[src/rtl/baud_div_pkg.sv]
package baud_div_pkg;

  localparam int CODE_W    = 4;
  localparam int NUM_CODES = 1 << CODE_W;
  localparam int SEL_W     = 2 * CODE_W;
  localparam int RATIO_W   = 15;
  localparam int MAX_OSR_LOG2 = 4;

  typedef logic [CODE_W-1:0]  code_t;
  typedef logic [RATIO_W-1:0] ratio_t;

  // Fixed divide ratio for each selector code.
  function automatic ratio_t ratio_of(input code_t code);
    ratio_t r;
    case (code)
      4'd0:    r = 15'd24576;
      4'd1:    r = 15'd12288;
      4'd2:    r = 15'd6144;
      4'd3:    r = 15'd3072;
      4'd4:    r = 15'd1536;
      4'd5:    r = 15'd768;
      4'd6:    r = 15'd512;
      4'd7:    r = 15'd384;
      4'd8:    r = 15'd256;
      4'd9:    r = 15'd192;
      4'd10:   r = 15'd128;
      4'd11:   r = 15'd96;
      4'd12:   r = 15'd64;
      4'd13:   r = 15'd48;
      4'd14:   r = 15'd32;
      default: r = 15'd16;
    endcase
    return r;
  endfunction

endpackage

[src/rtl/baud_sel_reg.sv]
module baud_sel_reg #(
  parameter int          WIDTH     = 8,
  parameter logic [7:0]  RESET_VAL = 8'hCC
) (
  input  logic             clk,
  input  logic             rst,
  input  logic             wr,
  input  logic [WIDTH-1:0] wdata,
  output logic [WIDTH-1:0] q
);

  always_ff @(posedge clk) begin
    if (rst) begin
      q <= WIDTH'(RESET_VAL);
    end else if (wr) begin
      q <= wdata;
    end
  end

endmodule

[src/rtl/baud_period_lut.sv]
module baud_period_lut
  import baud_div_pkg::*;
#(
  parameter int OSR_LOG2 = 4,
  parameter int CNT_W    = 11
) (
  input  code_t            code,
  output logic [CNT_W-1:0] reload
);

  ratio_t ratio;
  ratio_t period;

  always_comb begin
    ratio  = ratio_of(code);
    period = ratio >> OSR_LOG2;
    reload = CNT_W'(period - ratio_t'(1));
  end

endmodule

[src/rtl/baud_tick_gen.sv]
module baud_tick_gen #(
  parameter int CNT_W = 11
) (
  input  logic             clk,
  input  logic             load,
  input  logic [CNT_W-1:0] reload,
  output logic             tick
);

  logic [CNT_W-1:0] cnt;

  always_ff @(posedge clk) begin
    if (load) begin
      cnt  <= reload;
      tick <= 1'b0;
    end else if (cnt == '0) begin
      cnt  <= reload;
      tick <= 1'b1;
    end else begin
      cnt  <= cnt - 1'b1;
      tick <= 1'b0;
    end
  end

endmodule

[src/rtl/baud_divider.sv]
module baud_divider
  import baud_div_pkg::*;
#(
  parameter int         OSR_LOG2  = 4,
  parameter logic [7:0] SEL_RESET = 8'hCC
) (
  input  logic       clk,
  input  logic       rst,
  input  logic       sel_wr,
  input  logic [7:0] sel_wdata,
  output logic [7:0] sel_q,
  output logic       rx_tick,
  output logic       tx_tick
);

  localparam int OSR_EFF    = (OSR_LOG2 > MAX_OSR_LOG2) ? MAX_OSR_LOG2 :
                              ((OSR_LOG2 < 0) ? 0 : OSR_LOG2);
  localparam int MAX_PERIOD = 24576 >> OSR_EFF;
  localparam int CNT_W      = (MAX_PERIOD > 1) ? $clog2(MAX_PERIOD) : 1;
  localparam int NUM_DIR    = 2;

  logic [SEL_W-1:0] sel_cur;
  logic [NUM_DIR-1:0] ticks;

  baud_sel_reg #(
    .WIDTH     (SEL_W),
    .RESET_VAL (SEL_RESET)
  ) u_sel (
    .clk   (clk),
    .rst   (rst),
    .wr    (sel_wr),
    .wdata (sel_wdata),
    .q     (sel_cur)
  );

  // Direction 0 is receive (upper nibble), direction 1 is transmit.
  for (genvar d = 0; d < NUM_DIR; d++) begin : g_dir
    localparam int LSB = (d == 0) ? CODE_W : 0;

    code_t            code_next;
    logic [CNT_W-1:0] reload;

    always_comb begin
      if (rst) begin
        code_next = SEL_RESET[LSB +: CODE_W];
      end else if (sel_wr) begin
        code_next = sel_wdata[LSB +: CODE_W];
      end else begin
        code_next = sel_cur[LSB +: CODE_W];
      end
    end

    baud_period_lut #(
      .OSR_LOG2 (OSR_EFF),
      .CNT_W    (CNT_W)
    ) u_lut (
      .code   (code_next),
      .reload (reload)
    );

    baud_tick_gen #(
      .CNT_W (CNT_W)
    ) u_gen (
      .clk    (clk),
      .load   (rst | sel_wr),
      .reload (reload),
      .tick   (ticks[d])
    );
  end

  assign sel_q   = sel_cur;
  assign rx_tick = ticks[0];
  assign tx_tick = ticks[1];

endmodule

[config.mk]
export PLATFORM = sky130hd
export DESIGN_NAME = baud_divider
export DESIGN_NICKNAME = d
export VERILOG_FILES = /design/src/rtl/baud_div_pkg.sv /design/src/rtl/baud_sel_reg.sv /design/src/rtl/baud_period_lut.sv /design/src/rtl/baud_tick_gen.sv /design/src/rtl/baud_divider.sv
export SDC_FILE = /design/constraint.sdc
export NUM_CORES = 1
export LEC_CHECK = 0
export ABC_AREA = 1
export CAP_MARGIN = 20
export CORE_MARGIN = 1
export CORE_UTILIZATION = 50
export CTS_CLUSTER_DIAMETER = 80
export DETAILED_ROUTE_END_ITERATION = 8
export HOLD_SLACK_MARGIN = 0.12
export PLACE_DENSITY_LB_ADDON = 0.12
export SYNTH_ARGS = -nofsm -noshare
export SYNTH_HDL_FRONTEND = slang
export SYNTH_SLANG_ARGS = --single-unit
[constraint.sdc]
create_clock -name clk -period 6.6 [get_ports clk]
set_input_delay 0.99 -clock clk [delete_from_list [all_inputs] [get_ports clk]]
set_output_delay 0.99 -clock clk [all_outputs]
set_load 0.005 [all_outputs]
==> flow_metrics.env <==
export IMPL_status="complete, no violations"
export IMPL_core_rowCount=25
export IMPL_grt_use_total_pct=21.72
export IMPL_drt_vias_per_instance=4.865
export IMPL_synth_top_area_share_pct=25.85
export IMPL_synth_edf_count=0
export IMPL_final_util_pct=59.24
export IMPL_rr_startpoint="g_dir[1].u_gen.cnt[0]$_DFF_P_"
export IMPL_cts_tree="yes"
export IMPL_yosysTopAreaCell="dfxtp_1"
export IMPL_synthTopCellsByCount="nand2_1 (102), inv_1 (43), dfxtp_1 (32), nor2_1 (32), nand3_1 (30)"
export IMPL_setup_viol=0
export IMPL_netlist_cell_type_count=32
export IMPL_synth_nets=382
export IMPL_area_growth_pct=13.63
export IMPL_crit_arrival_ns=3.67
export IMPL_io_pins=21
export IMPL_fin_skew_ns=0.003638
export IMPL_min_period_ns=3.489
export IMPL_crit_start="sel_wr"
export IMPL_post_cts_setup_buffer_count=0
export IMPL_htree_levels=2
export IMPL_grt_pass1_wl_um=9018
export IMPL_cp_end_kind="flop"
export IMPL_vdd_drop_max_uv=109.4
export IMPL_power_density_nw_per_um2=230.1
export IMPL_synth_area_per_cell_um2=6.866
export IMPL_wl_um=4957
export IMPL_drt_iter0_markers=87
export IMPL_synthCells=361
export IMPL_multi_input_area_um2=1592
export IMPL_die_h_um=72.41
export IMPL_grt_max_degree=17
export IMPL_vias=2194
export IMPL_synth_area_um2=2479
export IMPL_required_ns=6.78
export IMPL_ant_nets=0
export IMPL_worst_r2r_setup_slack_ns=4.15
export IMPL_gp_congestion=0.8969
export IMPL_maxCapViolCount=0
export IMPL_drv_slew=0
export IMPL_rsz0062_at_grt="false"
export IMPL_start_util_pct=52.13
export IMPL_diodes=0
export IMPL_core_um2=4755
export IMPL_start_kind="primary input"
export IMPL_holdCritPathClass="reg2reg"
export IMPL_drc_errors=0
export IMPL_overflow=0
export IMPL_synth_warnings=0
export IMPL_ff_latch_area_um2=640.6
export IMPL_relSlewSlack_pct=35.62
export IMPL_fin_crit_sh_pct=52.87
export IMPL_dpl_hpwl_um=3901
export IMPL_max_freq_ghz=0.2866
export IMPL_drive_above_1_share_pct=15.63
export IMPL_hold_viol_final=0
export IMPL_clk_latency_ns=0.29
export IMPL_post_cts_resized=0
export IMPL_dr_pass1_iters=4
export IMPL_synthArstFlopShare_pct=0
export IMPL_synth_area_leaders="dfxtp_1 (26%), nand2_1 (15%), inv_1 (6.5%)"
export IMPL_numCtsBuffers=5
export IMPL_grt_pass1_vias=2134
export IMPL_power_w=0.0006480
export IMPL_fp_dieW_um=72.41
export IMPL_grt_antenna_before_repair=0
export IMPL_seq_area_frac_synth_pct=25.85
export IMPL_ys_ff_latch=32
export IMPL_wl_per_cell_um=10.99
export IMPL_r2r_end="g_dir[1].u_gen.cnt[5]$_DFF_P_"
export IMPL_die_area_um2=5242
export IMPL_fin_ws_ns=3.111
export IMPL_tightest_slew_ns=0.9593
export IMPL_reg2reg_depth=9
export IMPL_cts_hold_buffers_added=0
export IMPL_nFillCells=492
export IMPL_final_cell_area_um2=2816
export IMPL_cp_endpoint="g_dir[0].u_gen.cnt[6]$_DFF_P_"
export IMPL_dpl_worst_slack_ns=2.784
export IMPL_cts_buffer_depth=2
export IMPL_root_buffer="clkbuf_8"
export IMPL_ys_flop_type="dfxtp_1"
export IMPL_port_buffers=20
export IMPL_post_synth_top_count_cell="nand2_1"
export IMPL_clock_sinks=32
export IMPL_leakagePower_nw=1.469
export IMPL_path_class="in2reg"
export IMPL_critPathMaxFanout=16
export IMPL_setup_total_negative_slack_ns=0
export IMPL_clk_pin_slew_ns=0.07
export IMPL_final_net_count=404
export IMPL_placement_cell_area_um2=2705
## how the worst min path moves through the flow
stage / startpoint / end / cells after the start
global placement: g_dir[0].u_gen.cnt[10]$_DFF_P_ / g_dir[0].u_gen.tick$_SDFF_PP0_ / 1
floorplan: g_dir[0].u_gen.cnt[10]$_DFF_P_ / g_dir[0].u_gen.tick$_SDFF_PP0_ / 1
CTS: g_dir[0].u_gen.cnt[10]$_DFF_P_ / g_dir[0].u_gen.tick$_SDFF_PP0_ / 1
finish: g_dir[0].u_gen.cnt[10]$_DFF_P_ / g_dir[0].u_gen.tick$_SDFF_PP0_ / 1
global route: g_dir[0].u_gen.cnt[10]$_DFF_P_ / g_dir[0].u_gen.tick$_SDFF_PP0_ / 1
detailed placement: g_dir[0].u_gen.cnt[10]$_DFF_P_ / g_dir[0].u_gen.tick$_SDFF_PP0_ / 1
## power breakdown
group	switching [W]	total, W	internal (W)
registers	0.0000257	0.000252	0.000226
clock network	0.0000798	0.000191	0.000112
logic	0.000122	0.000205	0.0000828
## layout by cell type, fill, tap and decap left out, types with 3 or more instances in the layout
cell             netlist  layout
o21ai_0               11      11
nand2_4                8       8
xnor2_1                6       6
nor2_2                 3       3
nor3_1                 7       7
nand2_1              102     102
nor2_4                 8       8
xor2_1                 9       9
nand2_2               12      12
inv_2                  4       4
dfxtp_1               32      32
ha_1                  10      10
nor2_1                32      32
inv_1                 43      43
nand3_1               30      30
nand3b_1               5       5
nand3_2               10      10
clkbuf_8               0       5
clkdlybuf4s50_1        0      20
nand4_1                7       7
## metal layers
| layer | part of all wire [%] | track usage, % |
|---|---|---|
| met1 | 50 | 28.55 |
| met2 | 45 | 35.10 |
| met3 | 3.2 | 3.194 |
| met4 | 2.3 | 10.02 |
| met5 | 0 | 0 |
## metrics by stage
| stage | hold WS, ns | std cells |
|---|---|---|
| global placement | 0.4384 | 443 |
| global route | 0.4802 | 451 |
| detailed placement | 0.4400 | 443 |
| finish | 0.4577 | 451 |
| floorplan | 0.4220 | 361 |
| CTS | 0.4498 | 451 |
## flip-flops by register name, summed over array words and instances, names as in the netlist
name / cells
g_dir.u_gen.cnt: 22
u_sel.q: 8
g_dir.u_gen.tick: 2
## cells by family (layout without fill, tap and decap cells)
group / after synthesis / in the layout / synth area share [%]
simple gates: 230 / 230 / 48.86
buf+inv: 54 / 77 / 9.944
flops: 32 / 32 / 25.85
compound gates: 18 / 18 / 4.189
xor+xnor: 15 / 15 / 5.301
mux: 2 / 2 / 0.8077
fa+ha+maj: 10 / 10 / 5.048
## area by class of cell
| type | instances | area share (%) |
|---|---|---|
| clock buffer | 5 | 2.443 |
| clock inverter | 3 | 1.510 |
| inverter | 49 | 6.708 |
| multi-input combinational | 275 | 56.51 |
| sequential | 32 | 22.75 |
| tap | 67 | 2.976 |
| timing repair buffer | 20 | 7.108 |
## critical path, stage by stage
cell and delay [ns]:
clkdlybuf4s50_1 0.88, nor2_1 0.16, nor3_2 0.34, ha_1 0.33, inv_1 0.07, nand2_1 0.05
nand3_1 0.13, ha_1 0.23, nand2_1 0.14, o21bai_1 0.16, nand2_1 0.07, nand2_1 0.06
nand2_1 0.07
Note: power is estimated with default switching activity, not from simulation.
